**config.mk**
```make
export PLATFORM = sky130hd
export DESIGN_NAME = dma_trig_ctrl
export DESIGN_NICKNAME = d
export VERILOG_FILES = /design/src/rtl/dtc_pkg.sv /design/src/rtl/dtc_cfg_reg.sv /design/src/rtl/dtc_src_sel.sv /design/src/rtl/dtc_run_ctl.sv /design/src/rtl/dma_trig_ctrl.sv
export SDC_FILE = /design/constraint.sdc
export NUM_CORES = 1
export LEC_CHECK = 0
export BUFFER_PORTS_ARGS = -buffer_cell sky130_fd_sc_hd__buf_2
export CAP_MARGIN = 20
export CORE_UTILIZATION = 39
export CTS_CLUSTER_DIAMETER = 80
export CTS_CLUSTER_SIZE = 8
export DETAILED_ROUTE_END_ITERATION = 7
export GPL_TIMING_DRIVEN = 1
export PLACE_DENSITY = 0.78
export SLEW_MARGIN = 10
export SYNTH_ARGS = -nofsm -noshare
export SYNTH_HDL_FRONTEND = slang
export SYNTH_HIERARCHICAL = 1
export SYNTH_SLANG_ARGS = --single-unit
```
**constraint.sdc**
```tcl
create_clock -name clk -period 3.1 [get_ports clk]
set_input_delay 0.93 -clock clk [delete_from_list [all_inputs] [get_ports clk]]
set_output_delay 0.93 -clock clk [all_outputs]
set_load 0.01 [all_outputs]
```
**src/rtl/dtc_pkg.sv**
```systemverilog
package dtc_pkg;
   localparam int REG_W    = 32;
   localparam int SRC_W    = 6;
   localparam int LVL_W    = 2;
   localparam int TA_LSB   = 22;
   localparam int SRC_LSB  = 8;
   localparam int LVL_LSB  = 5;
   localparam int EVOE_BIT = 4;
   localparam int EVIE_BIT = 3;
   localparam int EACT_LSB = 0;

   typedef enum logic [1:0] {TA_BLOCK = 2'd0, TA_RSVD = 2'd1, TA_BEAT = 2'd2, TA_XFER = 2'd3} trig_act_e;
   typedef enum logic [2:0] {EA_NONE = 3'd0, EA_TRIG = 3'd1, EA_CTRIG = 3'd2, EA_CBLOCK = 3'd3,
                             EA_SUSP = 3'd4, EA_RESUME = 3'd5, EA_SKIP = 3'd6, EA_RSVD = 3'd7} evt_act_e;
   typedef enum logic [1:0] {SC_BEAT = 2'd0, SC_BLOCK = 2'd1, SC_XFER = 2'd2} scope_e;

   typedef struct packed {
      trig_act_e        act;
      logic [SRC_W-1:0] src;
      logic [LVL_W-1:0] lvl;
      logic             evoe;
      logic             evie;
      evt_act_e         eact;
   } cfg_t;

   function automatic logic src_reserved(input int unsigned s);
      return (s == 1) || (s == 44) || (s >= 62);
   endfunction
endpackage

```
**src/rtl/dtc_cfg_reg.sv**
```systemverilog
module dtc_cfg_reg
   import dtc_pkg::*;
(
   input  logic             clk,
   input  logic             rst_n,
   input  logic             wr_en,
   input  logic [REG_W-1:0] wr_data,
   input  logic             ch_en,
   output cfg_t             cfg,
   output logic [REG_W-1:0] rd_word
);
   localparam logic [REG_W-1:0] FIELD_MASK = 32'h00C0_3F7F;

   logic [REG_W-1:0] wr_keep;
   assign wr_keep = wr_data & FIELD_MASK;

   always_ff @(posedge clk or negedge rst_n) begin
      if (!rst_n) begin
         cfg <= '0;
      end else if (wr_en) begin
         cfg.lvl <= wr_keep[LVL_LSB +: LVL_W];
         if (!ch_en) begin
            cfg.act  <= trig_act_e'(wr_keep[TA_LSB +: 2]);
            cfg.src  <= wr_keep[SRC_LSB +: SRC_W];
            cfg.evoe <= wr_keep[EVOE_BIT];
            cfg.evie <= wr_keep[EVIE_BIT];
            cfg.eact <= evt_act_e'(wr_keep[EACT_LSB +: 3]);
         end
      end
   end

   always_comb begin
      rd_word                       = '0;
      rd_word[TA_LSB +: 2]          = cfg.act;
      rd_word[SRC_LSB +: SRC_W]     = cfg.src;
      rd_word[LVL_LSB +: LVL_W]     = cfg.lvl;
      rd_word[EVOE_BIT]             = cfg.evoe;
      rd_word[EVIE_BIT]             = cfg.evie;
      rd_word[EACT_LSB +: 3]        = cfg.eact;
   end
endmodule

```
**src/rtl/dtc_src_sel.sv**
```systemverilog
module dtc_src_sel
   import dtc_pkg::*;
#(
   parameter int NUM_PERIPH = 64
) (
   input  logic [SRC_W-1:0]      src,
   input  logic [NUM_PERIPH-1:0] strobes,
   output logic                  hit
);
   logic [NUM_PERIPH-1:0] hit_v;

   for (genvar i = 0; i < NUM_PERIPH; i++) begin : g_src
      localparam logic USABLE = (i != 0) && !src_reserved(i);
      assign hit_v[i] = USABLE & strobes[i] & (src == SRC_W'(i));
   end

   assign hit = |hit_v;
endmodule

```
**src/rtl/dtc_run_ctl.sv**
```systemverilog
module dtc_run_ctl
   import dtc_pkg::*;
(
   input  logic      clk,
   input  logic      rst_n,
   input  logic      ch_en,
   input  trig_act_e ta,
   input  evt_act_e  eact,
   input  logic      evie,
   input  logic      evoe,
   input  logic      per_hit,
   input  logic      sw_trig,
   input  logic      evt_in,
   input  logic      beat_done,
   input  logic      block_done,
   input  logic      xfer_done,
   input  logic      blk_susp,
   output logic      req,
   output logic      suspended,
   output logic      evt_out
);
   logic   pend_q, susp_q, skip_q, per_seen_q, evt_seen_q, eo_q;
   scope_e scope_q, scope_new;
   logic   evt_ok, cond_mode, per_seen_d, evt_seen_d, cond_fire, direct, trig;
   logic   done_hit, end_hit;

   always_comb begin
      evt_ok     = ch_en & evie & evt_in;
      cond_mode  = evie & ((eact == EA_CTRIG) | (eact == EA_CBLOCK));
      per_seen_d = per_seen_q | (per_hit & cond_mode);
      evt_seen_d = evt_seen_q | (evt_ok & cond_mode);
      cond_fire  = cond_mode & per_seen_d & evt_seen_d;
      direct     = sw_trig | (per_hit & ~cond_mode) | (evt_ok & (eact == EA_TRIG));
      trig       = ch_en & (direct | cond_fire);

      unique case (ta)
         TA_BEAT: scope_new = SC_BEAT;
         TA_XFER: scope_new = SC_XFER;
         default: scope_new = SC_BLOCK;
      endcase
      if (cond_fire && eact == EA_CBLOCK) scope_new = SC_BLOCK;

      unique case (scope_q)
         SC_BEAT:  done_hit = beat_done | block_done | xfer_done;
         SC_XFER:  done_hit = xfer_done;
         default:  done_hit = block_done | xfer_done;
      endcase
      end_hit = pend_q & done_hit;
   end

   always_ff @(posedge clk or negedge rst_n) begin
      if (!rst_n) begin
         pend_q     <= 1'b0;
         susp_q     <= 1'b0;
         skip_q     <= 1'b0;
         per_seen_q <= 1'b0;
         evt_seen_q <= 1'b0;
         eo_q       <= 1'b0;
         scope_q    <= SC_BLOCK;
      end else if (!ch_en) begin
         pend_q     <= 1'b0;
         susp_q     <= 1'b0;
         skip_q     <= 1'b0;
         per_seen_q <= 1'b0;
         evt_seen_q <= 1'b0;
         eo_q       <= 1'b0;
      end else begin
         if (end_hit) begin
            pend_q <= 1'b0;
         end else if (!pend_q && trig) begin
            pend_q  <= 1'b1;
            scope_q <= scope_new;
         end
         per_seen_q <= cond_mode & ~cond_fire & per_seen_d;
         evt_seen_q <= cond_mode & ~cond_fire & evt_seen_d;
         if (evt_ok && eact == EA_RESUME)     susp_q <= 1'b0;
         else if (evt_ok && eact == EA_SUSP)  susp_q <= 1'b1;
         else if (blk_susp && !skip_q)        susp_q <= 1'b1;
         if (evt_ok && eact == EA_SKIP)       skip_q <= 1'b1;
         else if (blk_susp)                   skip_q <= 1'b0;
         eo_q <= end_hit & evoe;
      end
   end

   assign req       = pend_q & ~susp_q;
   assign suspended = susp_q;
   assign evt_out   = eo_q;
endmodule

```
**src/rtl/dma_trig_ctrl.sv**
```systemverilog
module dma_trig_ctrl
   import dtc_pkg::*;
#(
   parameter int NUM_PERIPH = 64
) (
   input  logic                  clk,
   input  logic                  rst_n,
   input  logic                  wr_en,
   input  logic [31:0]           wr_data,
   input  logic                  ch_en,
   input  logic [NUM_PERIPH-1:0] periph_trig,
   input  logic                  sw_trig,
   input  logic                  evt_in,
   input  logic                  beat_done,
   input  logic                  block_done,
   input  logic                  xfer_done,
   input  logic                  blk_susp,
   output logic [31:0]           rd_data,
   output logic                  req,
   output logic [1:0]            req_lvl,
   output logic                  suspended,
   output logic                  evt_out
);
   cfg_t cfg;
   logic per_hit;

   dtc_cfg_reg u_reg (
      .clk     (clk),
      .rst_n   (rst_n),
      .wr_en   (wr_en),
      .wr_data (wr_data),
      .ch_en   (ch_en),
      .cfg     (cfg),
      .rd_word (rd_data)
   );

   dtc_src_sel #(.NUM_PERIPH(NUM_PERIPH)) u_sel (
      .src     (cfg.src),
      .strobes (periph_trig),
      .hit     (per_hit)
   );

   dtc_run_ctl u_run (
      .clk        (clk),
      .rst_n      (rst_n),
      .ch_en      (ch_en),
      .ta         (cfg.act),
      .eact       (cfg.eact),
      .evie       (cfg.evie),
      .evoe       (cfg.evoe),
      .per_hit    (per_hit),
      .sw_trig    (sw_trig),
      .evt_in     (evt_in),
      .beat_done  (beat_done),
      .block_done (block_done),
      .xfer_done  (xfer_done),
      .blk_susp   (blk_susp),
      .req        (req),
      .suspended  (suspended),
      .evt_out    (evt_out)
   );

   assign req_lvl = cfg.lvl;
endmodule

```
# Yosys cells after proc, flatten, opt, wreduce, memory -nomap -nowiden

Index checks and enable logic that the tools add are counted.

Shifts and indexed selects: 0
Multipliers: 0
Div/mod/pow operators: 0
Magnitude comparators: 0
Add/sub/neg operators: 0
Bitwise operators: 89
Equality and inequality tests: 71
Mux-type cells: 16
Reductions and logical operators: 12

Operators with widths:

| kind                 | number |
|---|---|
| $eq A6 B6 Y1 const B | 29 |
| $eq A6 B5 Y1 const B | 16 |
| $and A1 B1 Y1        | 75 |
| $reduce_or A59 Y1    | 1 |
| $eq A6 B4 Y1 const B | 8 |
| $eq A6 B3 Y1 const B | 4 |
| $mux W1              | 13 |
| $eq A6 B2 Y1 const B | 2 |
| $eq A3 B3 Y1 const B | 3 |
| $or A1 B1 Y1         | 9 |
| $eq A2 B2 Y1 const B | 3 |
| $eq A3 B2 Y1 const B | 2 |
| $logic_and A1 B1 Y1  | 6 |
| $ne A3 B1 Y1 const B | 2 |
| $not A1 Y1           | 5 |
| $ne A4 B1 Y1 const B | 1 |
| $pmux W2 S2          | 1 |
| $eq A3 B1 Y1 const B | 1 |
| $reduce_and A3 Y1    | 1 |
| $logic_not A1 Y1     | 2 |
| $logic_not A2 Y1     | 1 |
| $mux W2              | 1 |
| $pmux W1 S2          | 1 |
| $reduce_and A2 Y1    | 1 |

Register bits after elaboration: 23
Memories: 0
Latch bits: 0
RAM bits: 0
Bits in read-only memories: 0
Output and inout port bits: 37

# Longest topological paths before layout

Gate-level depths: netlist of the first run.

Word-level depth: 13
Mapped depth: 11
Mapped depth without buffers: 10

# Modules after synthesis

The synthesis of the first run kept the hierarchy.

Modules (own cells, without submodules):

| module      | times used | cells each | area an instance (µm²) |
|---|---|---|---|
| dtc_cfg_reg | 1          | 65         | 859.6 |
| dtc_src_sel | 1          | 91         | 634.4 |
| dtc_run_ctl | 1          | 44         | 441.7 |

# Worst setup path after synthesis of the first run

OpenSTA, ideal clock, no wires.

Kind: input-to-reg
From: input periph_trig[61]
To: register u_run.scope_q[1]
Required time: 2.979 ns
Stages on the path: 10
Setup slack: 0.240 ns
Setup time: 0.121 ns
Arrival time: 2.739 ns
Cells stage by stage: mux2i_1 -> o31a_1 -> o21ai_0 -> a21oi_1 -> a32o_1 -> a32oi_1 -> nor2_1 -> or3_4 -> a311o_1 -> a22o_1

Word-level cells in the longest chain between the ends: 10

RTL lines:

| element                            | line                | source |
|---|---|---|
| start, declared                    | dma_trig_ctrl.sv:11 | `input logic [NUM_PERIPH-1:0] periph_trig,` |
| $and A1 B1 Y1 *                    | dtc_src_sel.sv:14   | `assign hit_v[i] = USABLE & strobes[i] & (src == SRC_W'(i));` |
| $reduce_or A59 Y1 *                | dtc_src_sel.sv:17   | `assign hit = \|hit_v;` |
| net per_hit                        | dma_trig_ctrl.sv:25 | `logic per_hit;` |
| $and A1 B1 Y1                      | dtc_run_ctl.sv:30   | `per_seen_d = per_seen_q \| (per_hit & cond_mode);` |
| $or A1 B1 Y1                       | dtc_run_ctl.sv:30   |  |
| $and A1 B1 Y1 (2 in series)        | dtc_run_ctl.sv:32   | `cond_fire = cond_mode & per_seen_d & evt_seen_d;` |
| $or A1 B1 Y1                       | dtc_run_ctl.sv:34   | `trig = ch_en & (direct \| cond_fire);` |
| $and A1 B1 Y1                      | dtc_run_ctl.sv:34   |  |
| $logic_and A1 B1 Y1                | dtc_run_ctl.sv:70   | `end else if (!pend_q && trig) begin` |
| $reduce_and A3 Y1 (no source line) | n/a                 |  |
| end signal, assigned               | dtc_run_ctl.sv:72   | `scope_q <= scope_new;` |
| end, declared                      | dtc_run_ctl.sv:23   | `scope_e scope_q, scope_new;` |

Mark *: on every way through the listed nets, which the timed path passes. The rest lies on a longest branch.
A chain may end at the register's enable or synchronous reset.

# Worst setup path in the final report of the first run

From: register u_reg/cfg[9] (netlist name)
To: register u_run.scope_q[1]

Word-level cells in the longest chain between the ends: 11

RTL lines:

| element                              | line |
|---|---|
| $eq A6 B2 Y1 (tied with other cells) | dtc_src_sel.sv:14 |
| $and A1 B1 Y1                        | dtc_src_sel.sv:14 |
| $reduce_or A59 Y1 *                  | dtc_src_sel.sv:17 |
| net per_hit                          | dma_trig_ctrl.sv:25 |
| $and A1 B1 Y1                        | dtc_run_ctl.sv:30 |
| $or A1 B1 Y1                         | dtc_run_ctl.sv:30 |
| $and A1 B1 Y1 (2 in series)          | dtc_run_ctl.sv:32 |
| $or A1 B1 Y1                         | dtc_run_ctl.sv:34 |
| $and A1 B1 Y1                        | dtc_run_ctl.sv:34 |
| $logic_and A1 B1 Y1                  | dtc_run_ctl.sv:70 |
| $reduce_and A3 Y1 (no source line)   | n/a |

Marks and branches as above.

==> qor.txt, run 1 <==
die height - 72.5 µm
Sw Share - 35.4%
hold buffers post-CTS - 0
critical path's largest stage delay - 0.55 ns
RSZ-0062 raised after global routing - no
minimum clock period - 2.86 ns
largest cells by area after synthesis - dfrtp_1, buf_4, mux2_4
most used cell, CP - buf_4
r2r setup slk - 0.24 ns
Layout Nets - 397
Synth Register Bits - 23
r2r startpoint - u_reg/cfg[9]
Final ANT Viol Nets - 0
post-cts sizing count - 0
# Post-CTS Setup Buffers - 0
vias in the first global route - 1682
Post-synth EDFFs - 0
Arr. time, crit path - 3.07 ns
clk buf depth - 2
count leader, synth - buf_4
max_cap viols - 0
type of destination of the critical path - register
Clock Power Share - 18.4%
worst-path maximum fanout - 11
Residual DRC - 0
dpl cell area - 2340 µm²
Clock Pin Slew Worst Setup and Hold Paths - 0.08 ns
CTS buffer count - 3
Most used DFF post-synth - dfrtp_1
worst clock skew - 0.00225 ns
final worst path period share - 92.3%
Final setup viols - 0
Root Driver - clkbuf_8
share of layout cells above drive strength 1 - 49.0%
reg2reg end - u_run/scope_q[1]
Detailed Routing Iterations Pass 1 - 4
Comb pwr share - 41.0%
LEAKAGE - 1.21 nW
Yosys top cell by area - dfrtp_1
Layout area overhead - 23.5%
VDD IR max - 303 µV
Hold Startpoint - u_run/scope_q[0]
Min-Delay Path Class - register to register
count of final hold-check violations - 0
Synth top cells by count - buf_4, dfrtp_1, nand2_1
Starting DRT DRC Count - 68
pins over their slew limit - 0
synthesized instance count - 200
switching pwr - 0.000362 W
first-pass GRT wire length - 7290 µm
die footprint - 5250 µm²
port bufs - 103
Worst-Margin Slew - 0.521 ns
Critical Path RT - 3.31 ns
effective utilization at floorplan - 40.7%
WS Path Type - register to register
WL/cell - 13.3 µm
via count - 1807
synth warn - 6
Register-to-Register Path Depth - 12
Layout fillers - 465
worst hold endpoint - u_run/scope_q[0]
Overflow after GRT - 0
Final Cell Area - 2390 µm²
syn avg cell area - 9.68 µm²
Die Span X - 72.5 µm
overall routing resource usage - 17.6%
Internal - 0.000662 W
post-synth top area share - 28.4%
diodes inserted - 0
Fmax - 0.350 GHz
Mapped Area - 1940 µm²
largest net degree at the start of global routing - 24
Slew HR - 65.2%
Clk Latency, worst-skew pair - 0.26 ns
CTS sink cnt - 23
num rows - 25
placed wire-length estimate - 3760 µm
initial antenna violation count - 0
Worst path slowest cell - dfrtp_1
critical path cell sequence - nor2b_1, buf_4, nand2_1, a21oi_1, o21ai_1, a32o_1, a32oi_1, nor2_1, or3_4, buf_4, a31oi_1, a22o_1
routed wire length - 4750 µm
status - complete, no violations
Async SR Flop Fraction - 100%
core area - 4750 µm²
Setup TNS Final - 0 ns
I/O Pins - 143
Flop pwr share - 40.6%
WHS Path Cells - 2
critical path launch point type - register
register area share after synthesis - 29.8%
H-tree depth - 1
Cell variety after synth - 55
GP Congestion - 0.823
vias per cell - 5.06
Cell Pwr Density - 428 nW/µm²
TritonCTS clock tree - yes
==> flip-flops by register name, indices dropped and copies added (netlist names) <==
name	cells
u_run/scope_q	2
u_run/per_seen_q	1
u_reg/cfg	15
u_run/evt_out	1
u_run/skip_q	1
u_run/pend_q	1
u_run/suspended	1
u_run/evt_seen_q	1
==> critical path: cells and delay by family (launching register included) <==
family | cells | cell delay [ns]
simple gates | 4 | 0.80
flops | 1 | 0.55
compound gates | 6 | 1.13
buf+inv | 2 | 0.33
==> worst max-delay path by stage <==
| stage | start | end | depth (start not counted) |
|---|---|---|---|
| floorplan | periph_trig[61] | u_run/scope_q[1] | 10 |
| global placement | periph_trig[61] | u_run/scope_q[1] | 11 |
| detailed placement | periph_trig[61] | u_run/scope_q[1] | 11 |
| CTS | u_reg/cfg[8] | u_run/scope_q[1] | 11 |
| global route | u_reg/cfg[9] | u_run/scope_q[1] | 12 |
| finish | u_reg/cfg[9] | u_run/scope_q[1] | 12 |
==> power by group through the flow <==
| stage | clock network, W | registers (W) | logic [W] |
|---|---|---|---|
| 2_1_floorplan | 0 | 0.000392 | 0.000340 |
| 3_3_place_gp | 0 | 0.000421 | 0.000414 |
| 3_5_place_dp | 0 | 0.000421 | 0.000420 |
| 4_1_cts | 0.000193 | 0.000416 | 0.000422 |
| 5_1_grt | 0.000209 | 0.000425 | 0.000462 |
| 6_report | 0.000188 | 0.000416 | 0.000420 |
==> final cells by class <==
type | count | area, µm² | area share [%]
clock buffers | 3 | 41.3 | 1.73
clock inverters | 1 | 5.00 | 0.209
inverters | 6 | 22.5 | 0.942
multi-input cells | 147 | 1090 | 45.7
flip-flops and latches | 23 | 578 | 24.2
well taps | 67 | 83.8 | 3.51
repair buffers | 110 | 568 | 23.8
==> metal layers <==
metal	routed length (µm)	global-route usage, %	vias to the layer above
met5	0	0	-
met4	94	5.45	0
met3	374	1.81	8
met2	2340	32.3	108
met1	1950	21.6	817
li1	-	-	874
==> metrics by stage <==
stage               hold WS (ns)  setup slack [ns]  cells  utilization [%]  power (W)
finish                     0.508             0.239    357             50.3    0.00102
global placement           0.478         -0.000179    353             49.3   0.000835
CTS                        0.507             0.153    357             50.3    0.00103
global route               0.521           0.00125    357             50.3    0.00110
detailed placement         0.486           -0.0473    353             49.3   0.000842
floorplan                  0.463             0.240    216                -   0.000732
==> logic make-up (layout without fill, tap and decap cells) <==
| logic type | count (synthesis) | after routing | synth area share, % |
|---|---|---|---|
| and+or+nand+nor | 54 | 54 | 16.9 |
| muxes | 27 | 27 | 17.8 |
| buffers and inverters | 46 | 120 | 16.9 |
| DFF | 23 | 23 | 29.8 |
| AOI/OAI and AO/OA | 49 | 49 | 18.5 |
| other | 1 | 17 | 0.194 |
==> layout by cell type (no fill, tap or decap), drive strengths merged, types with 4 or more instances in the layout <==
cell / count
a21oi: 7
a31oi: 4
mux2: 19
mux2i: 7
nor2: 5
nor3: 5
a22oi: 6
nor2b: 7
dfrtp: 22
conb: 17
inv: 6
o21ai: 9
nand3: 6
nand2: 12
buf: 110
Power figures use the tool's default switching activity.
==> run 2, diff against run 1 <==
BUFFER_PORTS_ARGS = -buffer_cell sky130_fd_sc_hd__clkbuf_2   (was -buffer_cell sky130_fd_sc_hd__buf_2)
CAP_MARGIN = 15   (was 20)
==> run 2 against run 1 <==
Power grew 0.34%. Clock-buffer cell count grew 1. Sequential share of layout area shrank 0.063 points. Core utilization grew 0.13 points. Largest cell class unchanged. Cell area grew 0.26%. Highest routed layer unchanged.
==> qor.txt, run 2 (synthesized netlist as in run 1, its figures left out) <==
port bufs - 103 (unchanged)
final total power - 0.00103 W (+0.34%)
most frequent cells in the layout - clkbuf_2, dfrtp_1, conb_1
area of the multi-input gates - 1090 µm² (unchanged)
non-filler cells, final - 358 (+0.28%)
Overflow after GRT - 0 (unchanged)
Layout fillers - 485 (+4.3%)
met3 WL - 394 µm (+5.3%)
die footprint - 5250 µm² (unchanged)
Clock Pin Slew Worst Setup and Hold Paths - 0.08 ns (about the same)
vias per cell - 5.09 (+0.60%)
H-tree depth - 1 (unchanged)
status - complete, no violations
routed wire length - 4780 µm (+0.50%)
Setup TNS Final - 0 ns (unchanged)
post-cts sizing count - 0 (unchanged)
final worst path period share - 91.6% (-0.65 points)
Largest regs - u_reg/cfg (15), u_run/scope_q (2)
r2r setup slk - 0.26 ns (+0.02 ns)
Clk Latency, worst-skew pair - 0.26 ns (about the same)
Slew HR - 62.2% (-3.0 points)
CTS sink cnt - 23 (unchanged)
diodes inserted - 0 (unchanged)
# Post-CTS Setup Buffers - 0 (unchanged)
Die Span X - 72.5 µm (unchanged)
worst clock skew - 0.00287 ns (+0.000616 ns)
Met1 Wirelength - 1980 µm (+1.7%)
Worst-Margin Slew - 0.567 ns (+0.0465 ns)
Detailed Routing Iterations Pass 1 - 4 (unchanged)
TritonCTS clock tree - yes
overall routing resource usage - 17.3% (-0.36 points)
metal2 WL - 2380 µm (+1.8%)
clk buf depth - 2 (unchanged)
Final setup viols - 0 (unchanged)
Cell Pwr Density - 429 nW/µm² (about the same)
worst-path maximum fanout - 2 (-9)
type of destination of the critical path - register
Final ANT Viol Nets - 0 (unchanged)
Layout Nets - 398 (+0.25%)
storage element area - 578 µm² (unchanged)
Starting DRT DRC Count - 37 (-46%)
WL/cell - 13.3 µm (+0.22%)
pins over their slew limit - 0 (unchanged)
critical path launch point type - primary input
GP Congestion - 0.820 (-0.34%)
largest net degree at the start of global routing - 24 (unchanged)
effective utilization at floorplan - 40.7% (unchanged)
via count - 1823 (+0.89%)
most common cell after layout, fill and taps aside - clkbuf_2
placed wire-length estimate - 3800 µm (+0.99%)
Residual DRC - 0 (unchanged)
Min-Delay Path Class - register to register
initial antenna violation count - 0 (unchanged)
Root Driver - clkbuf_8
Largest register FFs - 15 (unchanged)
I/O Pins - 143 (unchanged)
Layout area overhead - 23.9%
core area - 4750 µm² (unchanged)
share of layout cells above drive strength 1 - 48.8% (-0.17 points)
Fmax - 0.352 GHz (+0.71%)
VDD IR max - 289 µV (-4.6%)
die height - 72.5 µm (unchanged)
WS Path Type - primary input to register
CTS buffer count - 3 (unchanged)
LEAKAGE - 1.23 nW (+1.8%)
Largest Register - u_reg/cfg
num rows - 25 (unchanged)
first-pass GRT wire length - 7130 µm (-2.2%)
count of final hold-check violations - 0 (unchanged)
hold buffers post-CTS - 0 (unchanged)
Post-Place Cells - 354 (+0.28%)
vias in the first global route - 1585 (-5.8%)
Critical Path RT - 3.26 ns (-0.05 ns)
minimum clock period - 2.84 ns (-0.0201 ns)
RSZ-0062 raised after global routing - no
max_cap viols - 0 (unchanged)
DR top layer - met4
Arr. time, crit path - 3.00 ns (-0.07 ns)
-- run 2: cell types whose count changed in the layout (fill, tap and decap cells not counted) --
| cell | before | now |
|---|---|---|
| clkinv_2 | 1 | 0 |
| buf_2 | 103 | 0 |
| buf_4 | 7 | 8 |
| clkbuf_2 | 0 | 103 |
| clkbuf_1 | 0 | 1 |
-- run 2: path summary, 6_finish.rpt --
check	startpoint	end	cells past startpoint
min in group asynchronous	rst_n	u_reg/cfg[0]	1
min	u_run/scope_q[0]	u_run/scope_q[0]	2
min reg2reg	u_run/scope_q[0]	u_run/scope_q[0]	2
max	periph_trig[61]	u_run/scope_q[1]	11
max reg2reg	u_reg/cfg[7]	u_run/scope_q[1]	10
max in group asynchronous	rst_n	u_reg/cfg[9]	1
-- run 2: worst max-delay path, stage by stage --
cell and delay (ns):
clkbuf_2 0.08, mux2i_1 0.08, o31a_1 0.26, o21ai_0 0.09, a21oi_1 0.06, a32o_1 0.22
a32oi_1 0.26, nor2_1 0.11, or3_4 0.39, a311o_1 0.34, a22o_1 0.18
-- run 2: through the flow --
stage	util [%]	hold slack (ns)	area, µm²	worst slack (ns)
after floorplan	-	0.463	2000	0.240
after global placement	49.4	0.478	2350	-0.0112
after detailed placement	49.4	0.480	2350	-0.0513
after CTS	50.4	0.492	2400	0.204
after global routing	50.4	0.526	2400	0.0150
final	50.4	0.488	2400	0.259
-- run 2: routing by layer --
layer  up-vias  track usage, %
met3         2            2.22
li1        874               -
met1       839            21.5
met2       108            31.3
met5         -               0
met4         0            4.58
-- run 2: power breakdown --
group / total [W] / switching, W / leakage, nW / internal [W]
clock: 0.000188 / 0.0000958 / 0.0228 / 0.0000918
sequential: 0.000416 / 0.0000700 / 0.279 / 0.000346
combinational: 0.000424 / 0.000196 / 0.930 / 0.000227
-- run 2: layout make-up --
class | count | area share (%)
clock buffers | 4 | 1.88
inverters | 6 | 0.939
multi-input cells | 147 | 45.6
flip-flops and latches | 23 | 24.1
well taps | 67 | 3.50
repair buffers | 111 | 24.0
==> run 3, diff against run 2 <==
CAP_MARGIN = 20   (was 15)
CORE_UTILIZATION = 41   (was 39)
PLACE_DENSITY = 0.81   (was 0.78)
==> run 3 against run 2 <==
The run now ends with DRC left. Critical path type unchanged. Power is essentially flat. Clock skew shrank 0.00087 ns. Clock power shrank 5%. Sequential share of layout area is essentially flat. Largest power group unchanged. First-iteration DRC count grew to 3.5 times the previous value. Fmax grew 0.51%. Register-to-register slack gained 0.03 ns. Setup slack gained 0.014 ns. Critical path depth grew 1. Sequential power shrank 1%. Wire length grew 0.73%. Via count grew 1.2%.
==> qor.txt, run 3 (synthesized netlist as in run 1, its figures left out) <==
status - finished, violations left
failing checks - DRC
critical path cell sequence - clkbuf_2, mux2i_1, o31a_1, o21ai_0, a21oi_1, a32o_1, a32oi_1, nor2_1, or3_4, buf_4, a31oi_1, a22o_1
vias per cell - 5.38 (+5.6%)
I/O Pins - 143 (unchanged)
share of layout cells above drive strength 1 - 48.5% (-0.34 points)
Die Span X - 70.7 µm (-2.4%)
Flop pwr share - 40.0% (-0.5 points)
critical path depth in cells - 12 (+1)
die height - 70.7 µm (-2.4%)
Largest Register - u_reg/cfg
Post-Place Cells - 339 (-4.2%)
Setup crit start - periph_trig[61]
Worst path slowest cell - or3_4
Register-to-Register Path Depth - 11 (+1)
H-tree depth - 1 (unchanged)
post-cts sizing count - 0 (unchanged)
Clock Pin Slew Worst Setup and Hold Paths - 0.08 ns (about the same)
Layout area overhead - 23.5%
r2r startpoint - u_reg/cfg[10]
effective utilization at floorplan - 43.6% (+2.8 points)
storage element area - 577 µm² (-0.22%)
Min-Delay Path Class - register to register
TritonCTS clock tree - yes
Sw Share - 34.8% (-0.45 points)
Fmax - 0.354 GHz (+0.51%)
most frequent cells in the layout - clkbuf_2, dfrtp_1, conb_1
diodes inserted - 0 (unchanged)
critical path's largest stage delay - 0.40 ns (about the same)
switching pwr - 0.000357 W (-1.3%)
Layout Nets - 398 (unchanged)
placed wire-length estimate - 3910 µm (+2.9%)
VDD IR max - 284 µV (-1.9%)
reg2reg end - u_run/scope_q[1]
Setup TNS Final - 0 ns (unchanged)
overall routing resource usage - 18.6% (+1.3 points)
clk buf depth - 2 (unchanged)
Clk Latency, worst-skew pair - 0.25 ns (about the same)
minimum clock period - 2.83 ns (-0.0144 ns)
Final setup viols - 0 (unchanged)
Comb pwr share - 42.6% (+1.4 points)
CP bufs+invs - 2 (+1)
final total power - 0.00103 W (about the same)
worst slack, placed - 0.00536 ns (+0.0567 ns)
count of final hold-check violations - 0 (unchanged)
worst clock skew - 0.00200 ns (-0.000872 ns)
pins over their slew limit - 0 (unchanged)
Arr. time, crit path - 3.03 ns (+0.03 ns)
most common cell after layout, fill and taps aside - clkbuf_2
Internal - 0.000670 W (+0.68%)
Cell Pwr Density - 430 nW/µm² (+0.29%)
Worst-Margin Slew - 0.561 ns (-0.00602 ns)
port bufs - 103 (unchanged)
area of the multi-input gates - 1090 µm² (unchanged)
Root Driver - clkbuf_8
Layout fillers - 414 (-15%)
r2r setup slk - 0.29 ns (+0.03 ns)
num rows - 24 (-4.0%)
type of destination of the critical path - register
Worst Setup EP - u_run/scope_q[1]
WL/cell - 14.0 µm (+5.1%)
Detailed Routing Iterations Pass 1 - 8 (+4)
Starting DRT DRC Count - 131 (+250%)
non-filler cells, final - 343 (-4.2%)
LEAKAGE - 1.24 nW (+0.45%)
vias in the first global route - 1723 (+8.7%)
CTS sink cnt - 23 (unchanged)
max_cap viols - 0 (unchanged)
GP Congestion - 0.880 (+7.4%)
die footprint - 5000 µm² (-4.7%)
Overflow after GRT - 0 (unchanged)
largest net degree at the start of global routing - 24 (unchanged)
Largest regs - u_reg/cfg (15), u_run/scope_q (2)
Residual DRC - 26 (+26)
CP top delay family - compound AO/OA/AOI/OAI gates
via count - 1845 (+1.2%)
Clock Power Share - 17.4% (-0.9 points)
worst-path maximum fanout - 2 (unchanged)
RSZ-0062 raised after global routing - no
Final ANT Viol Nets - 0 (unchanged)
WS Path Type - primary input to register
routed wire length - 4810 µm (+0.73%)
critical path launch point type - primary input
hold buffers post-CTS - 0 (unchanged)
final worst path period share - 91.2% (-0.46 points)
Critical Path RT - 3.30 ns (+0.04 ns)
Largest register FFs - 15 (unchanged)
Slew HR - 62.6% (+0.40 points)
initial antenna violation count - 0 (unchanged)
core area - 4440 µm² (-6.5%)
CTS buffer count - 3 (unchanged)
first-pass GRT wire length - 7600 µm (+6.5%)
final setup margin - 0.273 ns (+0.0144 ns)
# Post-CTS Setup Buffers - 0 (unchanged)
[run 3: cell counts in the layout (fill, tap and decap cells not counted)]
Identical to the previous run, type by type.
[run 3: routing by layer]
metal | vias up | wire length [µm] | global-route usage, %
li1 | 877 | - | -
met1 | 863 | 1940 | 22.7
met2 | 101 | 2420 | 34.8
met3 | 4 | 421 | 2.71
met4 | 0 | 28 | 3.33
met5 | - | 0 | 0
[run 3: cell type report]
class                           instances  share of cell area (%)
Multi-Input combinational cell        147                    45.7
Tap cell                               52                    2.72
Clock buffer                            4                    1.88
Sequential cell                        23                    24.1
Timing Repair Buffer                  111                    24.6
Inverter                                6                   0.942
[run 3: worst min-delay path by stage]
stage | endpoint | startpoint | slack (ns) | depth (start not counted)
after floorplan | u_run/scope_q[0] | u_run/scope_q[0] | 0.46 | 2
after global placement | u_run/scope_q[0] | u_run/scope_q[0] | 0.48 | 2
after detailed placement | u_run/scope_q[0] | u_run/scope_q[0] | 0.50 | 2
after CTS | u_run/scope_q[0] | u_run/scope_q[0] | 0.52 | 2
after global routing | u_run/scope_q[0] | u_run/scope_q[0] | 0.54 | 2
final | u_run/scope_q[1] | u_run/scope_q[1] | 0.52 | 1
[run 3: metrics by stage]
step | hold WS (ns) | util (%) | instance area (µm²)
finish | 0.517 | 53.8 | 2390
global route | 0.537 | 53.8 | 2390
CTS | 0.516 | 53.8 | 2390
detailed placement | 0.504 | 52.8 | 2340
global placement | 0.482 | 52.8 | 2340
floorplan | 0.463 | - | 2000
[run 3: power groups by stage]
stage | registers, W | clock network (W) | logic (W)
after floorplan | 0.000392 | 0 | 0.000340
after global placement | 0.000415 | 0 | 0.000427
after detailed placement | 0.000418 | 0 | 0.000433
after CTS | 0.000412 | 0.000182 | 0.000435
after global routing | 0.000422 | 0.000199 | 0.000475
final | 0.000411 | 0.000178 | 0.000438
